[src/rtl/lerr_pkg.sv]
package lerr_pkg;

  localparam int STATUS_W   = 32;
  localparam int NUM_EVT    = 10;
  localparam int CHANGE_BIT = 16;

  typedef logic [STATUS_W-1:0] word_t;

  typedef struct packed {
    word_t clrMask;
    logic  enLoad;
    logic  enValue;
  } strobe_t;

  // bit position of each event source, by input index
  function automatic int evtPos(input int idx);
    case (idx)
      0:       return 0;
      1:       return 1;
      2:       return 8;
      3:       return 9;
      4:       return 10;
      5:       return 11;
      6:       return 17;
      7:       return 18;
      8:       return 19;
      9:       return 21;
      default: return 0;
    endcase
  endfunction

  function automatic word_t implMask();
    word_t m;
    m = '0;
    for (int i = 0; i < NUM_EVT; i++) m[evtPos(i)] = 1'b1;
    m[CHANGE_BIT] = 1'b1;
    return m;
  endfunction

endpackage

[src/rtl/lerr_sticky_bit.sv]
module lerr_sticky_bit (
  input  logic clk,
  input  logic rst_n,
  input  logic setPulse,
  input  logic clrPulse,
  output logic q
);

  always_ff @(posedge clk) begin
    if (!rst_n) q <= 1'b0;
    else        q <= setPulse | (q & ~clrPulse);
  end

  AST_SET_WINS: assert property (@(posedge clk) disable iff (!rst_n)
    setPulse |=> q);
  AST_HOLD: assert property (@(posedge clk) disable iff (!rst_n)
    (q && !clrPulse) |=> q);
  AST_CLEAR: assert property (@(posedge clk) disable iff (!rst_n)
    (clrPulse && !setPulse) |=> !q);

endmodule

[src/rtl/lerr_ctrl.sv]
module lerr_ctrl
  import lerr_pkg::*;
#(
  parameter int ADDR_W      = 2,
  parameter int ADDR_STATUS = 0,
  parameter int ADDR_CTRL   = 1
) (
  input  logic              clk,
  input  logic              rst_n,
  input  logic              wrEn,
  input  logic [ADDR_W-1:0] wrAddr,
  input  word_t             wrData,
  input  logic [ADDR_W-1:0] rdAddr,
  input  word_t             statusW,
  input  logic              enableQ,
  output strobe_t           strobe,
  output word_t             rdData
);

  localparam word_t IMPL = implMask();

  logic hitStatus;
  logic hitCtrl;

  assign hitStatus = wrEn && (wrAddr == ADDR_W'(ADDR_STATUS));
  assign hitCtrl   = wrEn && (wrAddr == ADDR_W'(ADDR_CTRL));

  always_comb begin
    strobe.clrMask = hitStatus ? (wrData & IMPL) : '0;
    strobe.enLoad  = hitCtrl;
    strobe.enValue = wrData[1];
  end

  always_comb begin
    rdData = '0;
    if (rdAddr == ADDR_W'(ADDR_STATUS)) begin
      rdData = statusW;
    end else if (rdAddr == ADDR_W'(ADDR_CTRL)) begin
      rdData[0] = statusW[CHANGE_BIT];
      rdData[1] = enableQ;
    end
  end

  AST_RSVD_ZERO: assert property (@(posedge clk) disable iff (!rst_n)
    (rdAddr == ADDR_W'(ADDR_STATUS)) |-> ((rdData & ~IMPL) == '0));
  AST_CTRL_UPPER_ZERO: assert property (@(posedge clk) disable iff (!rst_n)
    (rdAddr == ADDR_W'(ADDR_CTRL)) |-> (rdData[STATUS_W-1:2] == '0));

endmodule

[src/rtl/lerr_datapath.sv]
module lerr_datapath
  import lerr_pkg::*;
(
  input  logic               clk,
  input  logic               rst_n,
  input  logic [NUM_EVT-1:0] evtIn,
  input  logic               phyReady,
  input  strobe_t            strobe,
  output word_t              statusW,
  output logic               enableQ,
  output logic               irq
);

  logic [NUM_EVT-1:0] evtQ;
  logic               prevPhy;
  logic               phyChange;
  logic               chgQ;
  logic               unusedClr;

  always_ff @(posedge clk) begin
    if (!rst_n) prevPhy <= phyReady;
    else        prevPhy <= phyReady;
  end

  assign phyChange = phyReady ^ prevPhy;

  for (genvar i = 0; i < NUM_EVT; i++) begin : gEvt
    localparam int POS = evtPos(i);
    lerr_sticky_bit uBit (
      .clk      (clk),
      .rst_n    (rst_n),
      .setPulse (evtIn[i]),
      .clrPulse (strobe.clrMask[POS]),
      .q        (evtQ[i])
    );
  end

  lerr_sticky_bit uChange (
    .clk      (clk),
    .rst_n    (rst_n),
    .setPulse (phyChange),
    .clrPulse (strobe.clrMask[CHANGE_BIT]),
    .q        (chgQ)
  );

  always_ff @(posedge clk) begin
    if (!rst_n)            enableQ <= 1'b0;
    else if (strobe.enLoad) enableQ <= strobe.enValue;
  end

  always_comb begin
    statusW = '0;
    for (int i = 0; i < NUM_EVT; i++) statusW[evtPos(i)] = evtQ[i];
    statusW[CHANGE_BIT] = chgQ;
  end

  assign irq = chgQ & enableQ;

  assign unusedClr = ^(strobe.clrMask & ~implMask());

  AST_CHANGE_SETS: assert property (@(posedge clk) disable iff (!rst_n)
    (phyReady != prevPhy) |=> statusW[CHANGE_BIT]);
  AST_EN_LOAD: assert property (@(posedge clk) disable iff (!rst_n)
    strobe.enLoad |=> (enableQ == $past(strobe.enValue)));
  AST_EN_KEEP: assert property (@(posedge clk) disable iff (!rst_n)
    !strobe.enLoad |=> $stable(enableQ));
  AST_IRQ_OFF: assert property (@(posedge clk) disable iff (!rst_n)
    !enableQ |-> !irq);

endmodule

[src/rtl/link_err_status.sv]
module link_err_status
  import lerr_pkg::*;
#(
  parameter int ADDR_W = 2
) (
  input  logic              clk,
  input  logic              rst_n,
  input  logic              recDataEvt,
  input  logic              recCommEvt,
  input  logic              transientEvt,
  input  logic              persistEvt,
  input  logic              protoEvt,
  input  logic              memAbortEvt,
  input  logic              phyIntEvt,
  input  logic              wakeEvt,
  input  logic              decodeEvt,
  input  logic              crcEvt,
  input  logic              phyReady,
  input  logic              wrEn,
  input  logic [ADDR_W-1:0] wrAddr,
  input  logic [31:0]       wrData,
  input  logic [ADDR_W-1:0] rdAddr,
  output logic [31:0]       rdData,
  output logic              irq
);

  logic [NUM_EVT-1:0] evtVec;
  strobe_t            strobe;
  word_t              statusW;
  logic               enableQ;

  assign evtVec = {crcEvt, decodeEvt, wakeEvt, phyIntEvt, memAbortEvt,
                   protoEvt, persistEvt, transientEvt, recCommEvt, recDataEvt};

  lerr_ctrl #(.ADDR_W(ADDR_W)) uCtrl (
    .clk     (clk),
    .rst_n   (rst_n),
    .wrEn    (wrEn),
    .wrAddr  (wrAddr),
    .wrData  (wrData),
    .rdAddr  (rdAddr),
    .statusW (statusW),
    .enableQ (enableQ),
    .strobe  (strobe),
    .rdData  (rdData)
  );

  lerr_datapath uData (
    .clk      (clk),
    .rst_n    (rst_n),
    .evtIn    (evtVec),
    .phyReady (phyReady),
    .strobe   (strobe),
    .statusW  (statusW),
    .enableQ  (enableQ),
    .irq      (irq)
  );

endmodule

[config.mk]
export PLATFORM = sky130hd
export DESIGN_NAME = link_err_status
export DESIGN_NICKNAME = d
export VERILOG_FILES = /design/src/rtl/lerr_pkg.sv /design/src/rtl/lerr_sticky_bit.sv /design/src/rtl/lerr_ctrl.sv /design/src/rtl/lerr_datapath.sv /design/src/rtl/link_err_status.sv
export SDC_FILE = /design/constraint.sdc
export NUM_CORES = 1
export LEC_CHECK = 0
export BUFFER_PORTS_ARGS = -buffer_cell sky130_fd_sc_hd__buf_2
export CORE_MARGIN = 10
export CORE_UTILIZATION = 43
export CTS_CLUSTER_SIZE = 12
export DETAILED_ROUTE_END_ITERATION = 8
export GPL_ROUTABILITY_DRIVEN = 0
export MAX_ROUTING_LAYER = met4
export PLACE_DENSITY = 0.77
export RECOVER_POWER = 25
export SLEW_MARGIN = 20
export SYNTH_ARGS = -nofsm -noshare
export SYNTH_HDL_FRONTEND = slang
export SYNTH_HIERARCHICAL = 1
export SYNTH_SLANG_ARGS = --single-unit
[constraint.sdc]
create_clock -name clk -period 1.3 [get_ports clk]
set_input_delay 0.195 -clock clk [delete_from_list [all_inputs] [get_ports clk]]
set_output_delay 0.195 -clock clk [all_outputs]
set_load 0.1 [all_outputs]
==> results of run 1 <==
path summary, 6_finish.rpt:
check | slack, ns | startpoint | depth (start not counted) | endpoint
hold / removal | 0.07 | phyReady | 1 | uData/prevPhy
hold reg to reg | 0.57 | uData/enableQ | 2 | uData/enableQ
setup reg to reg | 0.54 | uData/prevPhy | 2 | uData/uChange/q
setup / recovery | 0.05 | uData/uChange/q | 2 | irq
area by class of cell:
cell class              count  area (µm²)  area share (%)
well taps                  30        37.5            2.47
clock inverters             1        5.00           0.329
multi-input cells          95         767            50.5
clock buffers               3        22.5            1.48
flip-flops and latches     13         262            17.2
repair buffers             45         425            28.0
sequential cells by signal (all words and copies together), names as in the netlist:
| name | flops |
|---|---|
| uData/enableQ | 1 |
| uData/gEvt.uBit/q | 10 |
| uData/prevPhy | 1 |
| uData/uChange/q | 1 |
where the power goes:
part / internal (mW) / switching [mW]
clock: 0.114 / 0.134
sequential: 0.427 / 0.0188
combinational: 0.213 / 0.398
total: 0.754 / 0.551
through the flow:
step	instance area (µm²)	worst slack, ns	hold slack (ns)
final	1520	0.0510	0.0708
after floorplan	1230	0.0328	0.223
after CTS	1510	0.000830	0.0369
after global placement	1480	0.176	0.323
after global routing	1520	0.00609	0.0643
after detailed placement	1480	0.116	0.333
per-layer routing:
layer	vias to the layer above	wire length (µm)
li1	396	-
met1	332	907
met2	36	1340
met3	2	248
met4	0	12
met5	-	0
==> results_tabular.tex, run 1 <==
\begin{tabular}{lr}
\hline
Metric & Value \\
\hline
\multicolumn{2}{l}{\textbf{Power}} \\
\quad IR drop worst, VDD & 713 µV \\
\quad Leak & 0.727 nW \\
\quad Total power divided by cell area & 860 mW/mm² \\
\quad Pwr Total & about 1.3 mW \\
\multicolumn{2}{l}{\textbf{Yosys}} \\
\quad Mean instance size in the synthesized netlist & approximately 9.8 µm² \\
\quad Instance count of the mapped netlist & 116 \\
\quad Mapped cell area & 0.00114 mm² \\
\quad Count of yosys warnings during synthesis & 6 \\
\multicolumn{2}{l}{\textbf{GRT}} \\
\quad Via count of the first global-routing pass & between 800 and 900 \\
\quad Largest net degree at the start of global routing & 20 \\
\quad GRT overflow & 0 \\
\quad Met3 Resource Use GR & 4.41\% \\
\quad Met2 capacity usage during global routing & 17.0\% \\
\quad All-Layer GR Usage & 9.38\% \\
\quad Gr busiest metal & met2 \\
\quad Number of antenna violations at the first check in global routing & 0 \\
\quad Global-route wire length before repair & 3850 µm \\
\quad Fraction of met1 tracks used by global routing & 8.40\% \\
\multicolumn{2}{l}{\textbf{Timing}} \\
\quad Number of hold-slack violations in the final timing report & 0 \\
\quad Fmax & 801 MHz \\
\quad Post-layout minimum cycle time & approximately 1.2 ns \\
\quad Final sum of negative setup slack & 0 ns \\
\quad Setup repair after global routing missed its margin & false \\
\quad Final worst clock skew & 0.00264 ns \\
\quad Ratio of final minimum period to clock period & 96.1\% \\
\quad Number of max-slew violations in the final report & 0 \\
\quad Finish-stage setup viols & 0 \\
\multicolumn{2}{l}{\textbf{Routing}} \\
\quad DRC marker count from the first detailed-route iteration & 7 \\
\quad Total length of routed wires & 2500 µm \\
\quad Drt pass-1 iters & 2 \\
\quad Mean routed wirelength per cell & 13.4 µm \\
\quad Number of remaining DRC errors & 0 \\
\quad Number of vias per cell & approximately 4 \\
\quad Number of nets still failing antenna checks after routing & 0 \\
\quad Overall via count from detail\_route & 766 \\
\multicolumn{2}{l}{\textbf{Cells and area}} \\
\quad Fraction of layout instances using a drive strength above 1 & 60.5\% \\
\quad Final standard cell utilization of the core & 60.8\% \\
\quad Count of fill cells added during filler insertion & between 200 and 250 \\
\quad Most common cell after layout, fill and taps aside & sky130\_fd\_sc\_hd\_\_and2\_4 \\
\quad Synthesis-to-layout area growth & 33.0\% \\
\quad Number of antenna repair diodes & 0 \\
\quad Non-filler cells, final & 187 \\
\quad Number of nets in the final layout & $\sim$210 \\
\quad Most frequent cells in the layout & sky130\_fd\_sc\_hd\_\_and2\_4, sky130\_fd\_sc\_hd\_\_buf\_2, sky130\_fd\_sc\_hd\_\_conb\_1 \\
\multicolumn{2}{l}{\textbf{Clocking}} \\
\quad Master cell of the clock root buffer & sky130\_fd\_sc\_hd\_\_clkbuf\_4 \\
\quad Clock transition at path regs & 0.08 ns \\
\quad Post-CTS setup-driven buffer insertion count & 0 \\
\quad Gates resized, CTS repair & 2 \\
\quad CTS Hold Bufs & 0 \\
\quad Source-to-sink clock delay at the later pin of the worst-skew pair & 0.27 ns \\
\quad Sinks on the clock net & 13 \\
\quad TritonCTS buffer count & 3 \\
\quad Clock tree from TritonCTS & yes \\
\quad H-tree depth reported by CTS & 1 \\
\quad Clock tree buffer depth & 2 \\
\multicolumn{2}{l}{\textbf{Floorplanning}} \\
\quad Top Ports & 83 \\
\quad Area of the die & 0.00512 mm² \\
\quad Std-Cell Rows & 18 \\
\quad Core Box Area & 0.00250 mm² \\
\quad Effective utilization at floorplan & 45.7\% \\
\quad Vertical extent of the die & roughly 70 µm \\
\quad Horiz. Die Dim & 71.5 µm \\
\multicolumn{2}{l}{\textbf{Placed design}} \\
\quad Buffers added on ports & 40 \\
\quad Number of placed instances, taps included & 183 \\
\multicolumn{2}{l}{\textbf{Critical path}} \\
\quad Cell class contributing the biggest share of worst-path delay & flip-flops \\
\quad WP data required & 1.11 ns \\
\quad Critical path's largest stage delay & 0.39 ns \\
\quad Critical Path AT & roughly 1.1 ns \\
\quad Maximum fanout along the worst path & 4 \\
\quad Critical path startpoint category & register \\
\quad Critical path, cell by cell & and2\_1, buf\_12 \\
\quad Crit path buffers/inverters & 1 \\
\quad Slowest cell on the critical path & sky130\_fd\_sc\_hd\_\_dfxtp\_2 \\
\quad Type of the worst setup path & register to primary output \\
\quad Nature of the critical path endpoint & primary output \\
\multicolumn{2}{l}{\textbf{Status}} \\
\quad Status & completed \\
\multicolumn{2}{l}{\textbf{Flow run}} \\
\quad Max cap viols & 0 \\
\multicolumn{2}{l}{\textbf{Hold path}} \\
\quad Hold crit path type & input pin to register \\
\hline
\end{tabular}
Note: power is estimated with default switching activity, not from simulation.
==> run 2, diff against run 1 <==
--- a/config.mk
+++ b/config.mk
@@ -12,7 +12,7 @@
 export DETAILED_ROUTE_END_ITERATION = 8
 export GPL_ROUTABILITY_DRIVEN = 0
 export MAX_ROUTING_LAYER = met4
-export PLACE_DENSITY = 0.77
+export PLACE_DENSITY_LB_ADDON = 0.15
 export RECOVER_POWER = 25
 export SLEW_MARGIN = 20
 export SYNTH_ARGS = -nofsm -noshare
==> run 2 against run 1 <==
Against the previous run: sequential power barely moved; fmax rose by 1.6%; worst hold slack worse by 0.0017 ns; sequential share of layout area is 0.38 points higher; global-route usage is 0.052 points higher; via count down 2.5%; core utilization down 1.3 points; clock-buffer cell count is 1 higher; routed wire length is 5.0% lower; cell count fell by 1.6%; non-clock buffer count shrank 3; first-iteration DRC count up 14%; largest power group unchanged.
==> results_tabular.tex, run 2 (synthesis gave the netlist of run 1 again) <==
\begin{tabular}{lr}
\hline
Metric & Value \\
\hline
\multicolumn{2}{l}{\textbf{Floorplanning}} \\
\quad Horiz. Die Dim & 71.5 µm (unchanged) \\
\quad Area of the die & 0.00512 mm² (unchanged) \\
\quad Std-Cell Rows & 18 (unchanged) \\
\quad Effective utilization at floorplan & 45.7\% (unchanged) \\
\quad Core Box Area & 0.00250 mm² (unchanged) \\
\quad Vertical extent of the die & 71.5 µm (unchanged) \\
\quad Top Ports & 83 (unchanged) \\
\multicolumn{2}{l}{\textbf{GRT}} \\
\quad Gr busiest metal & met2 \\
\quad Met3 Resource Use GR & 3.17\% (-1.2 points) \\
\quad Global-route wire length before repair & 3910 µm (+1.4\%) \\
\quad Number of antenna violations at the first check in global routing & 0 (unchanged) \\
\quad Fraction of met1 tracks used by global routing & 9.17\% (+0.77 points) \\
\quad Largest net degree at the start of global routing & 30 (+50\%) \\
\quad Met2 capacity usage during global routing & 17.1\% (+0.098 points) \\
\quad All-Layer GR Usage & 9.44\% (+0.052 points) \\
\quad GRT overflow & 0 (unchanged) \\
\quad Via count of the first global-routing pass & 870 (-0.11\%) \\
\multicolumn{2}{l}{\textbf{Routing}} \\
\quad DRC marker count from the first detailed-route iteration & 8 (+1) \\
\quad Number of vias per cell & 4.06 (-0.89\%) \\
\quad Mean routed wirelength per cell & 12.9 µm (-3.5\%) \\
\quad Overall via count from detail\_route & 747 (-2.5\%) \\
\quad Number of remaining DRC errors & 0 (unchanged) \\
\quad Total length of routed wires & 2380 µm (-5.0\%) \\
\quad Number of nets still failing antenna checks after routing & 0 (unchanged) \\
\quad Drt pass-1 iters & 2 (unchanged) \\
\multicolumn{2}{l}{\textbf{Placed design}} \\
\quad Buffers added on ports & 40 (unchanged) \\
\quad Placement Setup Slack & 0.0961 ns (-0.0196 ns) \\
\quad Post-place instance area & 0.00146 mm² (-1.5\%) \\
\multicolumn{2}{l}{\textbf{Timing}} \\
\quad Setup repair after global routing missed its margin & false \\
\quad Ratio of final minimum period to clock period & 94.5\% (-1.5 points) \\
\quad Final sum of negative setup slack & 0 ns (unchanged) \\
\quad Final worst clock skew & 0.000124 ns (-0.00252 ns) \\
\quad Fmax & 814 MHz (+1.6\%) \\
\quad Post-layout minimum cycle time & 1.23 ns (-0.0199 ns) \\
\quad Number of max-slew violations in the final report & 0 (unchanged) \\
\quad Final worst setup slack & 0.0709 ns (+0.0199 ns) \\
\quad Number of hold-slack violations in the final timing report & 0 (unchanged) \\
\quad Finish-stage setup viols & 0 (unchanged) \\
\multicolumn{2}{l}{\textbf{Power}} \\
\quad Pwr Total & 1.29 mW (-1.1\%) \\
\quad Total power divided by cell area & 869 mW/mm² (+1.0\%) \\
\quad Leak & 0.708 nW (-2.6\%) \\
\quad IR drop worst, VDD & 627 µV (-12\%) \\
\multicolumn{2}{l}{\textbf{Clocking}} \\
\quad Clock tree from TritonCTS & yes \\
\quad TritonCTS buffer count & 3 (unchanged) \\
\quad Sinks on the clock net & 13 (unchanged) \\
\quad Clock tree buffer depth & 2 (unchanged) \\
\quad Master cell of the clock root buffer & sky130\_fd\_sc\_hd\_\_clkbuf\_4 \\
\quad H-tree depth reported by CTS & 1 (unchanged) \\
\quad Source-to-sink clock delay at the later pin of the worst-skew pair & 0.27 ns (about the same) \\
\quad Clock transition at path regs & 0.08 ns (about the same) \\
\multicolumn{2}{l}{\textbf{Cells and area}} \\
\quad Number of flip-flops in the largest register & 10 (unchanged) \\
\quad Number of antenna repair diodes & 0 (unchanged) \\
\quad Post-layout instance area & 0.00149 mm² (-2.1\%) \\
\quad Most frequent cells in the layout & sky130\_fd\_sc\_hd\_\_and2\_4, sky130\_fd\_sc\_hd\_\_buf\_2, sky130\_fd\_sc\_hd\_\_conb\_1 \\
\quad Synthesis-to-layout area growth & 30.1\% \\
\quad Largest Register & uData/gEvt.uBit/q \\
\quad Most common cell after layout, fill and taps aside & sky130\_fd\_sc\_hd\_\_and2\_4 \\
\quad Fraction of layout instances using a drive strength above 1 & 59.1\% (-1.4 points) \\
\quad Number of nets in the final layout & 205 (-1.4\%) \\
\multicolumn{2}{l}{\textbf{Critical path}} \\
\quad Type of the worst setup path & register to primary output \\
\quad Nature of the critical path endpoint & primary output \\
\quad Critical Path AT & 1.03 ns (-0.02 ns) \\
\quad WP data required & 1.11 ns (about the same) \\
\quad Maximum fanout along the worst path & 4 (unchanged) \\
\quad Critical path startpoint category & register \\
\multicolumn{2}{l}{\textbf{Status}} \\
\quad Status & completed \\
\multicolumn{2}{l}{\textbf{Hold path}} \\
\quad Hold crit path type & input pin to register \\
\multicolumn{2}{l}{\textbf{Flow run}} \\
\quad Max cap viols & 0 (unchanged) \\
\hline
\end{tabular}
-- run 2: layout make-up --
type	count	area, µm²
clock buffers	4	26.3
repair buffers	42	403
well taps	30	37.5
multi-input cells	95	758
fillers	243	1010
flip-flops and latches	13	262
-- run 2: routing by layer --
| metal | share of wire (%) | up-vias |
|---|---|---|
| met3 | 9.8 | 2 |
| li1 | - | 389 |
| met5 | 0 | - |
| met2 | 53 | 35 |
| met4 | 0.42 | 0 |
| met1 | 37 | 321 |
-- run 2: worst paths after layout --
kind         depth (start not counted)             from               to  slack [ns]
min reg2reg                          2    uData/enableQ    uData/enableQ        0.55
max reg2reg                          2    uData/prevPhy  uData/uChange/q        0.56
min                                  1         phyReady    uData/prevPhy        0.07
max                                  3  uData/uChange/q        rdData[0]        0.07
-- run 2: where the power goes --
group	switching [mW]	internal, mW	total (mW)
sequential	0.0162	0.427	0.443
clock	0.129	0.119	0.248
combinational	0.395	0.205	0.600
total	0.540	0.751	1.29
-- run 2: critical path: stages, from the launching register on --
cell and delay (ns):
sky130_fd_sc_hd__dfxtp_2 0.35, sky130_fd_sc_hd__mux2i_2 0.20, sky130_fd_sc_hd__nor2_4 0.05, sky130_fd_sc_hd__buf_12 0.16
-- run 2: through the flow --
stage / std cells / utilization, % / hold WS [ns]
CTS: 184 / 59.3 / 0.0353
finish: 184 / 59.5 / 0.0691
detailed placement: 180 / 58.3 / 0.327
global placement: 180 / 58.3 / 0.323
floorplan: 136 / - / 0.223
global route: 184 / 59.5 / 0.0714
-- run 2: repair_timing --
action / 4_1_cts / 5_1_grt
endpoints found under the setup margin: 0 / 2
setup buffers: 0 / 0
gates resized for setup: 0 / 3
hold buffers: 0 / 0
